`src/rtl/tbi_pkg.sv`:
```
package tbi_pkg;
  localparam int NSTR = 3;

  // Band identifier bound to output channel k (channels 0..2 -> bands 1..3).
  function automatic logic [1:0] band_id(input int k);
    return 2'(k + 1);
  endfunction
endpackage

```
`src/rtl/tbi_wr_ctrl.sv`:
```
module tbi_wr_ctrl #(
  parameter int GROUP_LEN = 200,
  parameter int NSTR      = 3,
  localparam int AW = $clog2(GROUP_LEN),
  localparam int SW = $clog2(NSTR)
) (
  input  logic          clk,
  input  logic          rst_n,
  input  logic          accept,
  output logic [AW-1:0] wr_pos,
  output logic [SW-1:0] wr_sel,
  output logic          span_done
);
  logic [AW-1:0] pos_q, pos_d;
  logic [SW-1:0] sel_q, sel_d;
  logic          last_sel, last_pos;

  assign last_sel  = (sel_q == SW'(NSTR - 1));
  assign last_pos  = (pos_q == AW'(GROUP_LEN - 1));
  assign span_done = accept && last_sel && last_pos;

  always_comb begin
    pos_d = pos_q;
    sel_d = sel_q;
    if (accept) begin
      if (last_sel) begin
        sel_d = '0;
        pos_d = last_pos ? '0 : pos_q + AW'(1);
      end else begin
        sel_d = sel_q + SW'(1);
      end
    end
  end

  always_ff @(posedge clk or negedge rst_n) begin
    if (!rst_n) begin
      pos_q <= '0;
      sel_q <= '0;
    end else if (accept) begin
      pos_q <= pos_d;
      sel_q <= sel_d;
    end
  end

  assign wr_pos = pos_q;
  assign wr_sel = sel_q;

  // the demux counters never leave their legal range.
  p_sel_range_r2: assert property (@(posedge clk) disable iff (!rst_n)
    (sel_q < SW'(NSTR)) && (pos_q < AW'(GROUP_LEN)));
endmodule

```
`src/rtl/tbi_store.sv`:
```
module tbi_store #(
  parameter int GROUP_LEN = 200,
  parameter int NSTR      = 3,
  localparam int AW = $clog2(GROUP_LEN),
  localparam int SW = $clog2(NSTR)
) (
  input  logic             clk,
  input  logic             we,
  input  logic             wbank,
  input  logic [SW-1:0]    wsel,
  input  logic [AW-1:0]    wpos,
  input  logic             wbit,
  input  logic             rbank,
  input  logic [NSTR*AW-1:0] raddr,
  output logic [NSTR-1:0]  rbit
);
  logic [GROUP_LEN-1:0] bank0 [NSTR];
  logic [GROUP_LEN-1:0] bank1 [NSTR];

  for (genvar k = 0; k < NSTR; k++) begin : g_lane
    logic wen0, wen1;
    logic [AW-1:0] ra;
    assign wen0 = we && !wbank && (wsel == SW'(k));
    assign wen1 = we &&  wbank && (wsel == SW'(k));
    assign ra   = raddr[k*AW +: AW];

    always_ff @(posedge clk) begin
      if (wen0) bank0[k][wpos] <= wbit;
    end

    always_ff @(posedge clk) begin
      if (wen1) bank1[k][wpos] <= wbit;
    end

    assign rbit[k] = rbank ? bank1[k][ra] : bank0[k][ra];
  end
endmodule

```
`src/rtl/tbi_rd_seq.sv`:
```
module tbi_rd_seq #(
  parameter int GROUP_LEN = 200,
  parameter int STRIDE    = 10,
  localparam int COLS = GROUP_LEN / STRIDE,
  localparam int AW   = $clog2(GROUP_LEN),
  localparam int CW   = $clog2(COLS),
  localparam int RW   = $clog2(STRIDE)
) (
  input  logic          clk,
  input  logic          rst_n,
  input  logic          avail,
  input  logic          ready,
  input  logic          release_bank,
  input  logic          rbit,
  output logic          valid,
  output logic          sos,
  output logic          dbit,
  output logic [AW-1:0] addr,
  output logic          done_or_last
);
  logic [CW-1:0] col_q, col_d;
  logic [RW-1:0] row_q, row_d;
  logic          done_q, done_d;
  logic          hs, last;

  assign valid = avail && !done_q;
  assign hs    = valid && ready;
  assign last  = (col_q == CW'(COLS - 1)) && (row_q == RW'(STRIDE - 1));
  assign addr  = AW'(col_q) * AW'(STRIDE) + AW'(row_q);
  assign sos   = (col_q == '0) && (row_q == '0);
  assign dbit  = rbit;
  assign done_or_last = done_q || (hs && last);

  always_comb begin
    col_d  = col_q;
    row_d  = row_q;
    done_d = done_q;
    if (hs) begin
      if (col_q == CW'(COLS - 1)) begin
        col_d = '0;
        row_d = last ? '0 : row_q + RW'(1);
        if (last) done_d = 1'b1;
      end else begin
        col_d = col_q + CW'(1);
      end
    end
    if (release_bank) done_d = 1'b0;
  end

  always_ff @(posedge clk or negedge rst_n) begin
    if (!rst_n) begin
      col_q  <= '0;
      row_q  <= '0;
      done_q <= 1'b0;
    end else begin
      col_q  <= col_d;
      row_q  <= row_d;
      done_q <= done_d;
    end
  end

  // a stalled beat holds.
  p_hold_r8: assert property (@(posedge clk) disable iff (!rst_n)
    (valid && !ready) |=> (valid && $stable(sos) && $stable(dbit)));

  // the beat after the start-of-span beat is never itself a start.
  p_sos_once_r5: assert property (@(posedge clk) disable iff (!rst_n)
    (hs && sos) |=> !sos);
endmodule

```
`src/rtl/tone_band_interleaver.sv`:
```
module tone_band_interleaver #(
  parameter int GROUP_LEN = 200,
  parameter int STRIDE    = 10,
  localparam int NSTR = tbi_pkg::NSTR,
  localparam int AW   = $clog2(GROUP_LEN),
  localparam int SW   = $clog2(NSTR)
) (
  input  logic              clk,
  input  logic              rst_n,
  input  logic              in_valid,
  output logic              in_ready,
  input  logic              in_bit,
  output logic [NSTR-1:0]   out_valid,
  input  logic [NSTR-1:0]   out_ready,
  output logic [NSTR-1:0]   out_bit,
  output logic [2*NSTR-1:0] out_band,
  output logic [NSTR-1:0]   out_sos
);
  logic [1:0] full_q, full_d;
  logic       wr_bank_q, rd_bank_q;
  logic       accept, span_done, release_bank;
  logic [AW-1:0] wr_pos;
  logic [SW-1:0] wr_sel;
  logic [NSTR*AW-1:0] raddr;
  logic [NSTR-1:0] rbit, fin;

  assign in_ready = !full_q[wr_bank_q];
  assign accept   = in_valid && in_ready;

  tbi_wr_ctrl #(.GROUP_LEN(GROUP_LEN), .NSTR(NSTR)) u_wr (
    .clk(clk), .rst_n(rst_n), .accept(accept),
    .wr_pos(wr_pos), .wr_sel(wr_sel), .span_done(span_done));

  tbi_store #(.GROUP_LEN(GROUP_LEN), .NSTR(NSTR)) u_mem (
    .clk(clk), .we(accept), .wbank(wr_bank_q), .wsel(wr_sel),
    .wpos(wr_pos), .wbit(in_bit), .rbank(rd_bank_q),
    .raddr(raddr), .rbit(rbit));

  assign release_bank = full_q[rd_bank_q] && (&fin);

  for (genvar k = 0; k < NSTR; k++) begin : g_chan
    tbi_rd_seq #(.GROUP_LEN(GROUP_LEN), .STRIDE(STRIDE)) u_rd (
      .clk(clk), .rst_n(rst_n), .avail(full_q[rd_bank_q]),
      .ready(out_ready[k]), .release_bank(release_bank),
      .rbit(rbit[k]), .valid(out_valid[k]), .sos(out_sos[k]),
      .dbit(out_bit[k]), .addr(raddr[k*AW +: AW]),
      .done_or_last(fin[k]));
    assign out_band[2*k +: 2] = tbi_pkg::band_id(k);

    // a channel only comes alive on the first position of a span.
    p_first_sos_r5: assert property (@(posedge clk) disable iff (!rst_n)
      $rose(out_valid[k]) |-> out_sos[k]);
  end

  always_comb begin
    full_d = full_q;
    if (span_done)    full_d[wr_bank_q] = 1'b1;
    if (release_bank) full_d[rd_bank_q] = 1'b0;
  end

  always_ff @(posedge clk or negedge rst_n) begin
    if (!rst_n) begin
      full_q    <= '0;
      wr_bank_q <= 1'b0;
      rd_bank_q <= 1'b0;
    end else begin
      full_q <= full_d;
      if (span_done)    wr_bank_q <= !wr_bank_q;
      if (release_bank) rd_bank_q <= !rd_bank_q;
    end
  end

  // input back-pressure only happens while some channel still has data to drain.
  p_stall_r7: assert property (@(posedge clk) disable iff (!rst_n)
    (in_valid && !in_ready) |-> (out_valid != '0));

  // a completed span makes the read side busy in the next cycle.
  p_span_visible_r6: assert property (@(posedge clk) disable iff (!rst_n)
    span_done |=> (full_q != 2'b00));
endmodule

```
`config.mk`:
```
export PLATFORM = sky130hd
export DESIGN_NAME = tone_band_interleaver
export DESIGN_NICKNAME = d
export VERILOG_FILES = /design/src/rtl/tbi_pkg.sv /design/src/rtl/tbi_wr_ctrl.sv /design/src/rtl/tbi_store.sv /design/src/rtl/tbi_rd_seq.sv /design/src/rtl/tone_band_interleaver.sv
export SDC_FILE = /design/constraint.sdc
export NUM_CORES = 2
export LEC_CHECK = 0
export BUFFER_PORTS_ARGS = -buffer_cell sky130_fd_sc_hd__buf_2
export CAP_MARGIN = 10
export CELL_PAD_IN_SITES_DETAIL_PLACEMENT = 1
export CELL_PAD_IN_SITES_GLOBAL_PLACEMENT = 1
export CORE_MARGIN = 2
export CORE_UTILIZATION = 45
export DETAILED_ROUTE_END_ITERATION = 7
export PLACE_DENSITY_LB_ADDON = 0.1
export SKIP_LAST_GASP = 1
export SYNTH_ARGS = -nofsm -noshare
export SYNTH_HDL_FRONTEND = slang
export SYNTH_SLANG_ARGS = --single-unit
```
`constraint.sdc`:
```
create_clock -name clk -period 4.2 [get_ports clk]
set_clock_uncertainty 0.2 [all_clocks]
set_input_delay 0.84 -clock clk [delete_from_list [all_inputs] [get_ports clk]]
set_output_delay 0.84 -clock clk [all_outputs]
set_load 0.03 [all_outputs]
```
==> tab_implementation.tex <==
\begin{tabular}{lr}
\hline
Metric & Value \\
\hline
\multicolumn{2}{l}{\textbf{Route}} \\
\quad Remaining number of nets flagged by the antenna check after routing & 0 \\
\quad Total wire length after detailed routing & 177,000 um \\
\quad Number of design rule violations left after detail routing & 0 \\
\quad Number of search-and-repair iterations in the first detailed-routing pass & 8 \\
\quad Metal1 wirelength & 77,300 um \\
\quad Amount of wire on met3 after detailed routing & 11,400 um \\
\quad Top layer reached by signal wires & met5 \\
\quad Routed wire per std cell & 29.5 um \\
\quad Drt via density & 5.93 \\
\quad DR WL met2 & 83,500 um \\
\quad DRC marker count from the first detailed-route iteration & 4,018 \\
\quad Via count of the routed design & 35,600 \\
\multicolumn{2}{l}{\textbf{Pwr}} \\
\quad Worst VDD drop & 0.433 mV \\
\quad Total Power & 27,200 uW \\
\quad Leakage & 0.0216 uW \\
\quad PwrDens & 415 nW/um2 \\
\multicolumn{2}{l}{\textbf{Critical path}} \\
\quad Reg2reg start & u\_wr.wr\_pos[2] \\
\quad Start point of the critical path & g\_chan[0].u\_rd.col\_q[3] \\
\quad Critical Path Fanout Max & 4 \\
\quad Path type of the worst setup path & flip-flop to output pin \\
\quad Worst setup SP type & flip-flop \\
\quad Required time of the worst setup path & 3.16 ns \\
\quad Critical path arrival & 4.48 ns \\
\quad Endpoint class of the critical path & output pin \\
\multicolumn{2}{l}{\textbf{STA}} \\
\quad Count of endpoints failing setup in the final report & 3 \\
\quad Final-report max-slew violation count & 0 \\
\quad Fraction of the cycle the final worst path needs & 131\% \\
\quad Final critical-path setup slack & -1.32 ns \\
\quad RSZ-0062 raised after global routing & yes \\
\quad Period minus WS final & 5.52 ns \\
\quad Min Hold Slack & 0.260 ns \\
\quad Max-slew headroom & 16.9\% \\
\quad Highest Clock Rate & 0.181 GHz \\
\quad Hold violation count in the final report & 0 \\
\quad Transition time at the pin with the least slew margin & 1.25 ns \\
\multicolumn{2}{l}{\textbf{Floorplanning}} \\
\quad Floorplan die height & 357 um \\
\quad Top-level I/O count & 23 \\
\quad Placeable core region & 123,000 um2 \\
\quad Cell row count & 129 \\
\quad Initial cell density of the core & 45.3\% \\
\quad Floorplan die area & 127,000 um2 \\
\quad Floorplan die width & 357 um \\
\multicolumn{2}{l}{\textbf{Yosys}} \\
\quad Synth Area in Adders & 1.31\% \\
\quad Post-synthesis register bit count & 1,244 \\
\quad Number of cells produced by synthesis & 3,993 \\
\quad Synthesized cell area & 56,000 um2 \\
\quad Fraction of synthesized cell area in xor and xnor cells & 0.590\% \\
\quad Post-synthesis sequential area ratio & 66.4\% \\
\quad Most instantiated library cell after synthesis & sky130\_fd\_sc\_hd\_\_nor2\_1 \\
\quad Top-area cell type share of the netlist area & 64.4\% \\
\quad Top cells by instance count after synthesis & sky130\_fd\_sc\_hd\_\_nor2\_1 (1,251), sky130\_fd\_sc\_hd\_\_edfxtp\_1 (1,200), sky130\_fd\_sc\_hd\_\_nand2\_1 (331), sky130\_fd\_sc\_hd\_\_mux4\_2 (288), sky130\_fd\_sc\_hd\_\_clkbuf\_1 (185) \\
\quad Async set or reset register ratio after synthesis & 3.54\% \\
\quad Cell type with the highest aggregate area in the netlist & sky130\_fd\_sc\_hd\_\_edfxtp\_1 \\
\quad Post-synthesis mux area share & 13.9\% \\
\quad Largest family of logic cells by synthesized area & multiplexers \\
\quad Yosys warnings & 0 \\
\quad Number of enable-type register cells in the synthesized netlist & 1,200 \\
\quad Unique cell type count in the Yosys netlist & 88 \\
\quad Area fraction in and, or, nand and nor cells after synthesis & 12.5\% \\
\quad Avg Synthesized Cell Area & 14.0 um2 \\
\quad Top post-synthesis cells by area & sky130\_fd\_sc\_hd\_\_edfxtp\_1 (64\%), sky130\_fd\_sc\_hd\_\_mux4\_2 (12\%), sky130\_fd\_sc\_hd\_\_nor2\_1 (8.4\%), sky130\_fd\_sc\_hd\_\_nand2\_1 (2.2\%), sky130\_fd\_sc\_hd\_\_dfrtp\_1 (2.0\%) \\
\quad Synth Area in Compound Gates & 2.52\% \\
\quad Most common flop cell mapped by yosys & sky130\_fd\_sc\_hd\_\_edfxtp\_1 \\
\multicolumn{2}{l}{\textbf{Min path}} \\
\quad Classification of the worst-slack hold path & primary input to flip-flop \\
\quad Worst hold path startpoint & in\_valid \\
\multicolumn{2}{l}{\textbf{GRT}} \\
\quad Grt total ovfl & 0 \\
\quad First-pass GRT wire length & 258,000 um \\
\quad Initial antenna violation count & 1 \\
\quad Total GRT Usage & 28.3\% \\
\quad Via count of the first global-routing pass & 36,500 \\
\quad Pin count of the biggest net entering global routing & 197 \\
\multicolumn{2}{l}{\textbf{Layout}} \\
\quad Final non-filler cell total & 6,002 \\
\quad Count of nets after finishing & 4,314 \\
\quad Area Overhead vs Synth & 17.4\% \\
\quad Utilization after layout & 53.2\% \\
\quad Number of fillers in the final layout & 12,000 \\
\quad Layout cells sized above 1 & 22.6\% \\
\multicolumn{2}{l}{\textbf{Clocking}} \\
\quad CTS buffer count & 139 \\
\quad Bufs on Longest Clock Path & 3 \\
\quad Clock latency of the later-clocked register in the worst-skew pair & 0.78 ns \\
\quad TritonCTS clock tree & yes \\
\quad Depth of the CTS H-tree & 4 \\
\quad Clk Tree Root Cell & sky130\_fd\_sc\_hd\_\_clkbuf\_16 \\
\quad Number of clock sinks & 1,244 \\
\quad Clock-pin slew on the worst setup and hold paths & 0.06 ns \\
\multicolumn{2}{l}{\textbf{Placed design}} \\
\quad Weighted congestion reported at the end of routability-driven placement & 0.939 \\
\quad Count of buffers from port buffering & 16 \\
\quad Placed wire-length estimate & 122,000 um \\
\quad Cells after DPL & 5,736 \\
\multicolumn{2}{l}{\textbf{Run status}} \\
\quad Violations in the final reports & setup timing \\
\quad Run status & finished, violations left \\
\multicolumn{2}{l}{\textbf{Job}} \\
\quad Max-cap violations & 0 \\
\hline
\end{tabular}
-- cells in the final DEF, fill, tap and decap left out, types with 21 or more instances in the layout --
| cell type | count |
|---|---|
| sky130_fd_sc_hd__nor2_1 | 1249 |
| sky130_fd_sc_hd__edfxtp_1 | 1200 |
| sky130_fd_sc_hd__nand2_1 | 327 |
| sky130_fd_sc_hd__buf_4 | 307 |
| sky130_fd_sc_hd__mux4_2 | 289 |
| sky130_fd_sc_hd__clkbuf_16 | 143 |
| sky130_fd_sc_hd__buf_12 | 76 |
| sky130_fd_sc_hd__mux2i_1 | 63 |
| sky130_fd_sc_hd__nand3_1 | 52 |
| sky130_fd_sc_hd__dfrtp_1 | 41 |
| sky130_fd_sc_hd__ha_1 | 40 |
| sky130_fd_sc_hd__clkinv_1 | 34 |
| sky130_fd_sc_hd__o21ai_0 | 33 |
| sky130_fd_sc_hd__clkbuf_1 | 32 |
| sky130_fd_sc_hd__and2_1 | 25 |
| sky130_fd_sc_hd__clkinv_2 | 21 |
-- timing repair --
item	CTS	global route
setup buffers	9	1
pin swaps	23	13
setup endpoints to repair	4	4
hold buffers	1	0
gates cloned	3	0
hold endpoints to repair	5	0
resized for setup	53	23
-- metrics by stage --
step	setup WS (ns)	setup TNS (ns)	instance area, um2
6_report	-1.32	-3.83	65700
3_5_place_dp	-0.905	-2.24	60700
4_1_cts	-1.35	-3.89	65500
5_1_grt	-1.41	-4.09	65700
2_1_floorplan	-0.0214	-0.0331	56100
3_3_place_gp	-0.914	-2.17	60700
-- per-layer routing --
layer  GRT usage, %  vias up
li1               -    15200
met1           40.6    19000
met2           44.6     1176
met3           4.59      239
met4           8.31        2
met5              0        -
-- final cells by class --
cell class / count / area (um2) / share of cell area, %
clock buffer: 176 / 3710 / 5.65
clock inverter: 77 / 718 / 1.09
antenna: 1 / 2.50 / 0.00381
inverter: 19 / 72.6 / 0.110
multi-input combinational: 2440 / 17900 / 27.2
tap: 1637 / 2050 / 3.12
timing repair buffer: 408 / 4110 / 6.25
sequential: 1244 / 37100 / 56.6
-- logic make-up after synthesis --
| group | Yosys count |
|---|---|
| AND/OR/NAND/NOR | 1761 |
| flip-flops | 1244 |
| multiplexers | 387 |
| buffers and inverters | 314 |
| AO/OA/AOI/OAI | 194 |
| adder cells (fa/ha/maj) | 55 |
| XOR/XNOR | 36 |
| other | 2 |
-- power breakdown --
group	switching (uW)	total (uW)	internal, uW
clock	5120	12000	6900
sequential	57.9	13700	13600
combinational	1260	1530	272
total	6430	27200	20800
-- worst paths after layout --
check	to	slack, ns	cells past startpoint
max	out_bit[0]	-1.32	13
min	u_wr.wr_sel[1]	0.26	3
max reg2reg	u_mem.bank1[0][36]	1.16	4
min reg2reg	g_chan[2].u_rd.done_q	0.35	2
max in group asynchronous	g_chan[0].u_rd.col_q[1]	2.43	3
min in group asynchronous	g_chan[0].u_rd.row_q[3]	0.56	2
-- worst max-delay path, stage by stage (launching register included) --
cell and delay, ns:
sky130_fd_sc_hd__dfrtp_1 0.40, sky130_fd_sc_hd__ha_4 0.26, sky130_fd_sc_hd__ha_4 0.17, sky130_fd_sc_hd__fa_2 0.63, sky130_fd_sc_hd__nand2_4 0.08, sky130_fd_sc_hd__or2_4 0.23
sky130_fd_sc_hd__o31a_1 0.25, sky130_fd_sc_hd__a221oi_2 0.30, sky130_fd_sc_hd__buf_4 0.21, sky130_fd_sc_hd__a311o_1 0.20, sky130_fd_sc_hd__o2111ai_4 0.19, sky130_fd_sc_hd__mux2_4 0.32
sky130_fd_sc_hd__o32ai_4 0.25, sky130_fd_sc_hd__buf_6 0.20
-- state kept, by name, indices dropped and copies added, names as in the netlist --
name                flops
g_chan.u_rd.col_q      15
g_chan.u_rd.done_q      3
u_mem.bank1           600
u_mem.bank0           600
wr_bank_q               1
g_chan.u_rd.row_q      12
u_wr.wr_pos             8
rd_bank_q               1
u_wr.wr_sel             2
full_q                  2
No activity file was read; power rests on OpenSTA's default activity.
